--- src/rtl/tput_pkg.sv ---
package tput_pkg;

    // Payload size classes carried on a start-of-packet lane
    typedef enum logic [1:0] {
        SZ_16B  = 2'd0,
        SZ_32B  = 2'd1,
        SZ_64B  = 2'd2,
        SZ_128B = 2'd3
    } size_cls_e;

    localparam int NUM_CLS          = 4;
    localparam int MIN_PAYLOAD_BITS = 128;
    localparam int MAX_PAYLOAD_BITS = MIN_PAYLOAD_BITS << (NUM_CLS - 1);
    localparam int PBITS_W          = $clog2(MAX_PAYLOAD_BITS + 1);

    // Data bits carried by one request of the given class
    function automatic logic [PBITS_W-1:0] payload_bits(input size_cls_e c);
        return PBITS_W'(MIN_PAYLOAD_BITS) << c;
    endfunction

endpackage

--- src/rtl/tput_beat_decode.sv ---
module tput_beat_decode
    import tput_pkg::*;
#(
    parameter int LANES  = 4,
    parameter int NF_W   = $clog2(LANES + 1),
    parameter int BITS_W = $clog2(LANES * MAX_PAYLOAD_BITS + 1)
) (
    input  logic [LANES-1:0]        vld,
    input  logic [LANES-1:0]        sop,
    input  logic [2*LANES-1:0]      cls,
    output logic [NF_W-1:0]         nflits,
    output logic [NUM_CLS*NF_W-1:0] req,
    output logic [BITS_W-1:0]       bits
);

    always_comb begin
        nflits = '0;
        req    = '0;
        bits   = '0;
        for (int i = 0; i < LANES; i++) begin
            nflits = nflits + NF_W'(vld[i]);
            if (vld[i] && sop[i]) begin
                bits = bits + BITS_W'(payload_bits(size_cls_e'(cls[2*i +: 2])));
                for (int k = 0; k < NUM_CLS; k++) begin
                    if (cls[2*i +: 2] == k[1:0])
                        req[k*NF_W +: NF_W] = req[k*NF_W +: NF_W] + NF_W'(1);
                end
            end
        end
    end

endmodule

--- src/rtl/tput_sat_acc.sv ---
module tput_sat_acc #(
    parameter int W  = 48,
    parameter int IW = 13
) (
    input  logic          clk,
    input  logic          rst,
    input  logic          clr,
    input  logic          en,
    input  logic [IW-1:0] inc,
    output logic [W-1:0]  value
);

    localparam int SW = ((W > IW) ? W : IW) + 1;

    logic [SW-1:0] sum_w;
    logic [SW-1:0] max_w;

    assign max_w = {{(SW-W){1'b0}}, {W{1'b1}}};
    assign sum_w = {{(SW-W){1'b0}}, value} + {{(SW-IW){1'b0}}, inc};

    always_ff @(posedge clk) begin
        if (rst || clr)
            value <= '0;
        else if (en)
            value <= (sum_w > max_w) ? {W{1'b1}} : sum_w[W-1:0];
    end

    // a counter at its maximum stays there until cleared
    p_sat_hold_r9: assert property (@(posedge clk) disable iff (rst)
        (!clr && value == {W{1'b1}}) |=> value == {W{1'b1}});

    // without a clear the value never decreases, so it never wraps
    p_no_wrap_r9: assert property (@(posedge clk) disable iff (rst)
        !clr |=> value >= $past(value));

endmodule

--- src/rtl/tput_window_ctrl.sv ---
module tput_window_ctrl #(
    parameter int W = 48
) (
    input  logic         clk,
    input  logic         rst,
    input  logic         start,
    input  logic         stop,
    input  logic         limit_en,
    input  logic [W-1:0] cycle_limit,
    input  logic [W-1:0] cycles,
    output logic         clr,
    output logic         count_en,
    output logic         running,
    output logic         done
);

    logic         lim_hit;
    logic [W:0]   cyc_next;

    assign clr      = start;
    assign count_en = running && !start && !stop;
    assign cyc_next = {1'b0, cycles} + (W+1)'(1);
    assign lim_hit  = count_en && limit_en && (cyc_next >= {1'b0, cycle_limit});

    always_ff @(posedge clk) begin
        if (rst) begin
            running <= 1'b0;
            done    <= 1'b0;
        end else if (start) begin
            running <= 1'b1;
            done    <= 1'b0;
        end else if (running && (stop || lim_hit)) begin
            running <= 1'b0;
            done    <= 1'b1;
        end
    end

    // a closed window is never also open
    p_done_idle_r7: assert property (@(posedge clk) disable iff (rst)
        done |-> !running);

    // a counted cycle that reaches the limit closes the window
    p_limit_end_r8: assert property (@(posedge clk) disable iff (rst)
        (count_en && limit_en && cyc_next >= {1'b0, cycle_limit}) |=> (done && !running));

endmodule

--- src/rtl/link_tput_meter.sv ---
module link_tput_meter
    import tput_pkg::*;
#(
    parameter int W     = 48,
    parameter int LANES = 4
) (
    input  logic                   clk,
    input  logic                   rst,
    input  logic                   start,
    input  logic                   stop,
    input  logic                   limit_en,
    input  logic [W-1:0]           cycle_limit,
    input  logic [LANES-1:0]       tx_vld,
    input  logic [LANES-1:0]       tx_sop,
    input  logic [2*LANES-1:0]     tx_cls,
    input  logic [LANES-1:0]       rx_vld,
    input  logic [LANES-1:0]       rx_sop,
    input  logic [2*LANES-1:0]     rx_cls,
    output logic                   running,
    output logic                   done,
    output logic [W-1:0]           cycle_cnt,
    output logic [W-1:0]           tx_flit_cnt,
    output logic [W-1:0]           rx_flit_cnt,
    output logic [NUM_CLS*W-1:0]   tx_req_cnt,
    output logic [NUM_CLS*W-1:0]   rx_req_cnt,
    output logic [W-1:0]           tx_bit_cnt,
    output logic [W-1:0]           rx_bit_cnt
);

    localparam int NF_W   = $clog2(LANES + 1);
    localparam int BITS_W = $clog2(LANES * MAX_PAYLOAD_BITS + 1);

    logic                   clr;
    logic                   count_en;
    logic [NF_W-1:0]        tx_nf,  rx_nf;
    logic [NUM_CLS*NF_W-1:0] tx_rq, rx_rq;
    logic [BITS_W-1:0]      tx_bits, rx_bits;

    tput_window_ctrl #(.W(W)) u_ctrl (
        .clk(clk), .rst(rst), .start(start), .stop(stop),
        .limit_en(limit_en), .cycle_limit(cycle_limit), .cycles(cycle_cnt),
        .clr(clr), .count_en(count_en), .running(running), .done(done)
    );

    tput_beat_decode #(.LANES(LANES), .NF_W(NF_W), .BITS_W(BITS_W)) u_tx_dec (
        .vld(tx_vld), .sop(tx_sop), .cls(tx_cls),
        .nflits(tx_nf), .req(tx_rq), .bits(tx_bits)
    );

    tput_beat_decode #(.LANES(LANES), .NF_W(NF_W), .BITS_W(BITS_W)) u_rx_dec (
        .vld(rx_vld), .sop(rx_sop), .cls(rx_cls),
        .nflits(rx_nf), .req(rx_rq), .bits(rx_bits)
    );

    tput_sat_acc #(.W(W), .IW(1)) u_cyc (
        .clk(clk), .rst(rst), .clr(clr), .en(count_en), .inc(1'b1), .value(cycle_cnt)
    );

    tput_sat_acc #(.W(W), .IW(NF_W)) u_tx_flit (
        .clk(clk), .rst(rst), .clr(clr), .en(count_en), .inc(tx_nf), .value(tx_flit_cnt)
    );

    tput_sat_acc #(.W(W), .IW(NF_W)) u_rx_flit (
        .clk(clk), .rst(rst), .clr(clr), .en(count_en), .inc(rx_nf), .value(rx_flit_cnt)
    );

    tput_sat_acc #(.W(W), .IW(BITS_W)) u_tx_bits (
        .clk(clk), .rst(rst), .clr(clr), .en(count_en), .inc(tx_bits), .value(tx_bit_cnt)
    );

    tput_sat_acc #(.W(W), .IW(BITS_W)) u_rx_bits (
        .clk(clk), .rst(rst), .clr(clr), .en(count_en), .inc(rx_bits), .value(rx_bit_cnt)
    );

    for (genvar k = 0; k < NUM_CLS; k++) begin : g_cls
        tput_sat_acc #(.W(W), .IW(NF_W)) u_tx_req (
            .clk(clk), .rst(rst), .clr(clr), .en(count_en),
            .inc(tx_rq[k*NF_W +: NF_W]), .value(tx_req_cnt[k*W +: W])
        );
        tput_sat_acc #(.W(W), .IW(NF_W)) u_rx_req (
            .clk(clk), .rst(rst), .clr(clr), .en(count_en),
            .inc(rx_rq[k*NF_W +: NF_W]), .value(rx_req_cnt[k*W +: W])
        );
    end

    // the cycle after start shows a cleared, open window
    p_start_clears_r2: assert property (@(posedge clk) disable iff (rst)
        start |=> (running && !done && cycle_cnt == '0 && tx_flit_cnt == '0 &&
                   rx_flit_cnt == '0 && tx_bit_cnt == '0 && rx_bit_cnt == '0));

    // a closed window keeps its results under any traffic
    p_frozen_r7: assert property (@(posedge clk) disable iff (rst)
        (!running && !start) |=> ($stable(cycle_cnt) && $stable(tx_flit_cnt) &&
            $stable(rx_flit_cnt) && $stable(tx_bit_cnt) && $stable(rx_bit_cnt) &&
            $stable(tx_req_cnt) && $stable(rx_req_cnt)));

endmodule

--- config.mk ---
export PLATFORM = sky130hd
export DESIGN_NAME = link_tput_meter
export DESIGN_NICKNAME = d
export VERILOG_FILES = /design/src/rtl/tput_pkg.sv /design/src/rtl/tput_beat_decode.sv /design/src/rtl/tput_sat_acc.sv /design/src/rtl/tput_window_ctrl.sv /design/src/rtl/link_tput_meter.sv
export SDC_FILE = /design/constraint.sdc
export NUM_CORES = 2
export LEC_CHECK = 0
export BUFFER_PORTS_ARGS = -buffer_cell sky130_fd_sc_hd__buf_4
export CAP_MARGIN = 15
export CORE_UTILIZATION = 25
export DETAILED_ROUTE_END_ITERATION = 8
export GPL_ROUTABILITY_DRIVEN = 0
export PLACE_DENSITY = 0.4
export RECOVER_POWER = 100
export SYNTH_ARGS = -nofsm -noshare
export SYNTH_HDL_FRONTEND = slang
export SYNTH_HIERARCHICAL = 1
export SYNTH_SLANG_ARGS = --single-unit
--- constraint.sdc ---
create_clock -name clk -period 6.03 [get_ports clk]
set_input_delay 1.206 -clock clk [delete_from_list [all_inputs] [get_ports clk]]
set_output_delay 1.206 -clock clk [all_outputs]
set_load 0.02 [all_outputs]
-- Word-level counts from Yosys, hierarchy flattened
Cells that the tools add are included.
- bits of input ports: 85
- flip-flop bits (word level): 626
- output and inout bits: 626
- logic and storage cells: 200
- add/sub/neg operators: 49
- equal/unequal tests: 24
- shift operators: 8
- mux-type cells: 63
- order comparisons: 14
- reductions and logical operators: 27
- operator list (operator ; count):
    greater-than comparator 49 x 48 -> 1 bit, second input constant ; 13
    two-way mux 48 bit ; 13
    adder 48 x 3 -> 49 bit ; 10
    adder 48 x 13 -> 49 bit ; 2
    two-way mux 12 bit ; 8
    left shift 8 x 2 -> 11 bit, first input constant ; 8
    two-way mux 13 bit ; 6
    adder 3 x 1 -> 3 bit, second input constant ; 24
    two-way mux 3 bit ; 24
    adder 13 x 11 -> 13 bit ; 4
    adder 48 x 1 -> 49 bit, second input constant ; 1
    greater-or-equal comparator 49 x 48 -> 1 bit ; 1
    equality test 2 bit, second input constant ; 16
    adder 11 x 11 -> 12 bit ; 2
    two-way mux 11 bit ; 2
    equality test 2 x 1 -> 1 bit, second input constant ; 8
    logical NOT 2 bit ; 8
    logical AND 1 bit ; 13
    adder 3 x 1 -> 3 bit ; 4
    two-way mux 1 bit ; 10
    adder 1 x 1 -> 2 bit ; 2
    logical NOT 1 bit ; 2
    logical OR 1 bit ; 2
    nonzero test 2 bit ; 1
    OR reduction 2 bit ; 1

-- Logic depth before layout (Yosys ltp)
- depth in word-level cells: 15
- gate-level depth with buffers: 24
- depth with buffers taken out: 22

-- By module
Netlist, hierarchy kept.
- modules (own cells, without submodules) (module ; times used ; cells an instance ; area each (sq um) ; sequential area each (sq um)):
    tput_sat_acc at g_cls[0].u_rx_req ... ; 10 ; 340 ; 2728.9 ; 960.9
    tput_sat_acc at u_rx_bits ... ; 2 ; 379 ; 3115.5 ; 960.9
    tput_sat_acc at u_cyc ; 1 ; 332 ; 2676.3 ; 960.9
    tput_beat_decode ; 2 ; 174 ; 1313.8 ; 0.0
    tput_window_ctrl ; 1 ; 316 ; 2284.7 ; 40.0
    link_tput_meter ; 1 ; 1 ; 3.8 ; 0.0

-- Least setup slack after synthesis
OpenSTA, ideal clock, no wires.
- path kind: input -> register
- from: input rx_cls[1]
- to: register u_rx_bits.value[46]
- data required time: 5.908 ns
- library setup time: 0.122 ns
- setup slack: 0.163 ns
- arrival time: 5.746 ns
- cell stages on the path: 22
- buffers on the path: 1
- cell sequence: and4bb_2 -> nand2_1 -> fa_1 -> o21bai_4 -> inv_1 -> fa_1 -> nand2_1 -> o21a_1 -> ha_1 -> a21o_1 -> a21o_1 -> a21oi_1 -> nor3_2 -> xnor2_1 -> ha_1 -> and3_1 -> o2111ai_1 -> a21o_4 -> a211oi_1 -> buf_2 -> nand2_1 -> o311a_1
- longest elaborated chain between the ends: 11
- ends and longest elaborated chain (what ; RTL line ; source):
    start: declaration ; link_tput_meter.sv:18 ; input logic [2*LANES-1:0] rx_cls,
    left shift 8 x 2 -> 11 bit (*) ; tput_pkg.sv:18 ; return PBITS_W'(MIN_PAYLOAD_BITS) << c;
    two-way mux 11 bit (*) ; tput_beat_decode.sv:22 ; if (vld[i] && sop[i]) begin
    adder 11 x 11 -> 12 bit ; tput_beat_decode.sv:23 ; bits = bits + BITS_W'(payload_bits(size_cls_e'(cls[2*i +: 2])));
    two-way mux 13 bit (*) ; tput_beat_decode.sv:22 ;
    adder 13 x 11 -> 13 bit ; tput_beat_decode.sv:23 ;
    two-way mux 13 bit (*) ; tput_beat_decode.sv:22 ;
    adder 13 x 11 -> 13 bit ; tput_beat_decode.sv:23 ;
    two-way mux 13 bit (*) ; tput_beat_decode.sv:22 ;
    net rx_bits[12] ; link_tput_meter.sv:37 ; logic [BITS_W-1:0] tx_bits, rx_bits;
    adder 48 x 13 -> 49 bit (*) ; tput_sat_acc.sv:19 ; assign sum_w = {{(SW-W){1'b0}}, value} + {{(SW-IW){1'b0}}, inc};
    greater-than comparator 49 x 48 -> 1 bit ; tput_sat_acc.sv:25 ; value <= (sum_w > max_w) ? {W{1'b1}} : sum_w[W-1:0];
    two-way mux 48 bit (*) ; tput_sat_acc.sv:25 ;
    end signal: assignment ; tput_sat_acc.sv:25 ;
    end: declaration ; tput_sat_acc.sv:10 ; output logic [W-1:0] value
The timed path passes the listed nets; every way through them passes the cells marked *.
A chain may end at the register's enable or synchronous reset.

-- Final worst setup path
- from: input rx_vld[0]
- to: register g_cls[2].u_rx_req.value[16]
- longest elaborated chain between the ends: 14
- ends and longest elaborated chain (what ; RTL line ; source):
    start: declaration ; link_tput_meter.sv:16 ; input logic [LANES-1:0] rx_vld,
    logical AND 1 bit (*) ; tput_beat_decode.sv:22 ;
    two-way mux 12 bit (*) ; tput_beat_decode.sv:22 ;
    adder 3 x 1 -> 3 bit ; tput_beat_decode.sv:26 ; req[k*NF_W +: NF_W] = req[k*NF_W +: NF_W] + NF_W'(1);
    two-way mux 3 bit ; tput_beat_decode.sv:25 ; if (cls[2*i +: 2] == k[1:0])
    two-way mux 12 bit (*) ; tput_beat_decode.sv:22 ;
    adder 3 x 1 -> 3 bit ; tput_beat_decode.sv:26 ;
    two-way mux 3 bit ; tput_beat_decode.sv:25 ;
    two-way mux 12 bit (*) ; tput_beat_decode.sv:22 ;
    adder 3 x 1 -> 3 bit ; tput_beat_decode.sv:26 ;
    two-way mux 3 bit ; tput_beat_decode.sv:25 ;
    two-way mux 12 bit (*) ; tput_beat_decode.sv:22 ;
    net rx_rq[7] ; link_tput_meter.sv:36 ; logic [NUM_CLS*NF_W-1:0] tx_rq, rx_rq;
    adder 48 x 3 -> 49 bit (*) ; tput_sat_acc.sv:19 ;
    greater-than comparator 49 x 48 -> 1 bit ; tput_sat_acc.sv:25 ;
    two-way mux 48 bit (*) ; tput_sat_acc.sv:25 ;
    end signal: assignment ; tput_sat_acc.sv:25 ;
    end: declaration ; tput_sat_acc.sv:10 ;
Marks and branches as above.

==> flow_summary_export.csv <==
group,metric,value,unit
run_status,status,"complete, but fails checks",
run_status,violations,"capacitance limit, slew limit",
hold_path,worstHoldEndpoint,"u_tx_flit/value[34]",
placed_design,place_area,50000,µm²
timing,relSlewSlack,-0.0832,
logic_synthesis,synth-simple-area-share,0.349,
clocking,cts_max_path_buffers,3,
routing,route.detailed.drc,0,
timing,fmax,172,MHz
floorplan,initial_core_util,0.252,
logic_synthesis,synth.avg_cell_area,7.98,µm²
routing,drt_iter0_markers,3138,
logic_synthesis,synth_area,41100,µm²
floorplan,rows,148,
global_routing,grt_max_degree,123,
logic_synthesis,synth_compound_area_frac,0.183,
timing,whs,0.492,ns
power_and_ir_drop,finalPower,10.1,mW
finish,fin_nets,6228,
logic_synthesis,synth_mux_area_frac,0.00791,
clocking,cts.clk_slew.worst_paths,0.06,ns
critical_path,path_delay_family,"compound AO/OA/AOI/OAI gates",
logic_synthesis,synth_edf_count,0,
global_routing,track_usage,0.209,
flow_run,cap_violations,2,
routing,drt_pre_antenna_iters,6,
routing,wirelength,182000,µm
clocking,cts-root-buf,"clkbuf_16",
floorplan,core_area,163000,µm²
critical_path,reg2reg_depth,15,
critical_path,r2r-start,"u_cyc/value[9]",
logic_synthesis,synth_top_family_by_area,"simple AND/OR/NAND/NOR gates",
logic_synthesis,synth_seq_cells,626,
routing,final_antenna_net_count,0,
critical_path,path_common_cell,"ha_1",
routing,num_vias,43905,
finish,layout-drive-gt1-share,0.153,
logic_synthesis,synth.distinct_cells,98,
logic_synthesis,synth_cells,5155,
logic_synthesis,ys.flop_type,"dfxtp_1",
hold_path,hp-class,"flip-flop to flip-flop",
critical_path,worst_path_max_delay_cell,"a2111oi_0",
timing,slew_viol_final,6,
critical_path,worst_r2r_endpoint,"u_ctrl/running",
timing,clock_skew,0.0285,ns
logic_synthesis,yosysMostFrequentCell,"dfxtp_1",
logic_synthesis,async_flop_share,0,
global_routing,grt_pass1_wl,273000,µm
critical_path,crit_arrival,6.42,ns
global_routing,antenna_found_initial,10,
routing,wire_per_inst,22.1,µm
timing,hold_viol,0,
clocking,cts_sinks,626,
global_routing,grt_pass1_vias,40949,
clocking,cts_made_buffers,85,
logic_synthesis,ys_warn_count,6,
logic_synthesis,synth_common_cells,"dfxtp_1 (626), nand2_1 (395), a21oi_1 (354)",
clocking,htree_levels,3,
floorplan,die_y,408,µm
finish,synthToLayoutAreaGrowth,25.1,%
power_and_ir_drop,p_leak,18.5,nW
critical_path,critical_path_required,6.64,ns
logic_synthesis,yosys.area.top_type_share,0.305,
logic_synthesis,synth_largest_area_cell,"dfxtp_1",
logic_synthesis,synth_adder_area_share,0.0566,
power_and_ir_drop,ir_worst_vdd,244,µV
critical_path,slowest_delay,1.21,ns
global_routing,grt_overflow,0,
hold_path,min_path_cells,1,
timing,finalSetupViolCount,0,
floorplan,fp.dieW,408,µm
clocking,insertion_delay,0.70,ns
timing,rsz0062_at_grt,"yes",
placed_design,io_buffers,710,
routing,viasPerCell,5.34,
power_and_ir_drop,powerDensity,197,nW/µm²
hold_path,min-delay-start,"u_tx_flit/value[34]",
floorplan,ios,711,
finish,finalInstanceArea,51400,µm²
timing,min_period,5.81,ns
critical_path,crit_chain,"buf_4 > clkbuf_1 > and4b_4 > ha_1 > a21o_1 > ha_1 > mux2_2 > ha_1 > mux2_1 > inv_1 > fa_1 > nand2b_1 > a2111oi_0 > nand4_1 > clkbuf_1 > and4_1 > nor3_1",
clocking,cts_hold_buffers,0,
placed_design,dp_hpwl,138000,µm
floorplan,die_area,166000,µm²
timing,tightest_slew,1.58,ns
timing,fin_crit_sh,0.963,
clocking,tritoncts,"built",
critical_path,cp_num_buf_inv,4,
critical_path,path_class,"primary input to flip-flop",
critical_path,regToRegSetupSlack,1.17,ns
logic_synthesis,yosysSeqAreaShare,0.305,
critical_path,cp_max_fo,7,
critical_path,cp-start-kind,"primary input",
critical_path,crit_path_end_kind,"flip-flop",
logic_synthesis,synth_xor_area_frac,0.0560,
logic_synthesis,synthTopCellsByArea,"dfxtp_1 (30%), ha_1 (4.7%), and3_1 (4.7%)",
## state kept, by name, indices dropped and copies added (netlist names)
register	cells
u_ctrl/done	1
u_rx_bits/value	48
g_cls.u_rx_req/value	192
g_cls.u_tx_req/value	192
u_tx_bits/value	48
u_cyc/value	48
u_rx_flit/value	48
u_tx_flit/value	48
u_ctrl/running	1
## cells by family after synthesis
logic type	Yosys count
XOR/XNOR	263
buffers and inverters	420
multiplexers	30
other	3
flip-flops	626
adder cells (fa/ha/maj)	174
AND/OR/NAND/NOR	2453
AO/OA/AOI/OAI	1186
## worst register-to-register path, delay by kind of cell (launching register included)
family,cells,cell delay (ns)
AOI/OAI and AO/OA,3,0.95
DFF,1,0.31
buffers and inverters,2,0.60
adders and majority gates,1,0.31
xor gates and xnor gates,1,0.17
and+or+nand+nor,8,2.40
## worst max path at each step
stage                   start                          end  slack [ns]  cells after the start
finish              rx_vld[0]  g_cls[2].u_rx_req/value[16]        0.22                     17
global route        tx_cls[1]          u_tx_bits/value[41]      -0.006                     25
CTS                 tx_cls[1]          u_tx_bits/value[21]        0.21                     23
detailed placement  tx_cls[1]           u_tx_bits/value[4]       -0.76                     21
global placement    tx_cls[1]           u_tx_bits/value[6]       -0.74                     21
floorplan           rx_cls[1]          u_rx_bits/value[46]        0.16                     22
## per-layer routing
layer	track usage	share of wire	up-vias
li1	-	-	21164
met1	0.288	0.46	21309
met2	0.332	0.45	1214
met3	0.0378	0.058	216
met4	0.0611	0.029	2
met5	0	0.000066	-
## final cells by class
class,instances,area [µm²]
well taps,2175,2720
clock inverters,33,465
clock buffers,124,2490
multi-input cells,4122,26800
fillers,17960,112000
flip-flops and latches,626,12500
repair buffers,949,5730
inverters,185,694
diodes,4,10.0
## repair_timing
item                       CTS  global route
buffers inserted             0             3
gates resized for setup      1             6
hold endpoints to repair     0             0
setup endpoints to repair    1            23
pin swaps                    0             2
## power breakdown
group	switching (mW)	total (mW)	internal, mW	leakage [nW]
logic	0.355	0.557	0.203	12.0
clock network	2.17	5.44	3.26	1.46
registers	0.00859	4.15	4.14	5.04
total	2.54	10.1	7.61	18.5
## stage by stage
step	TNS (ns)	util	setup slack (ns)	cells
2_1_floorplan	0	-	0.163	5168
3_3_place_gp	-31.70	0.307	-0.740	8054
3_5_place_dp	-37.75	0.307	-0.759	8054
4_1_cts	0	0.325	0.209	8211
5_1_grt	-0.00968	0.316	-0.00611	8217
6_report	0	0.316	0.222	8218
## cells in the final DEF, fill, tap and decap left out, types with 38 or more instances in the layout
master,instances
dfxtp_1,626
buf_4,549
clkbuf_1,405
nand2_1,395
a21oi_1,354
nor2_1,326
and3_1,305
nand3_1,283
o21ai_0,282
nor3_1,278
nand4_1,226
a31oi_1,216
inv_1,183
ha_1,153
xor2_1,138
and4_1,134
xnor2_1,124
clkbuf_16,85
and2_1,85
nor4_1,80
a211oi_1,65
a311oi_1,56
nor3_2,44
a41oi_1,38
(Power assumes the default switching activity.)
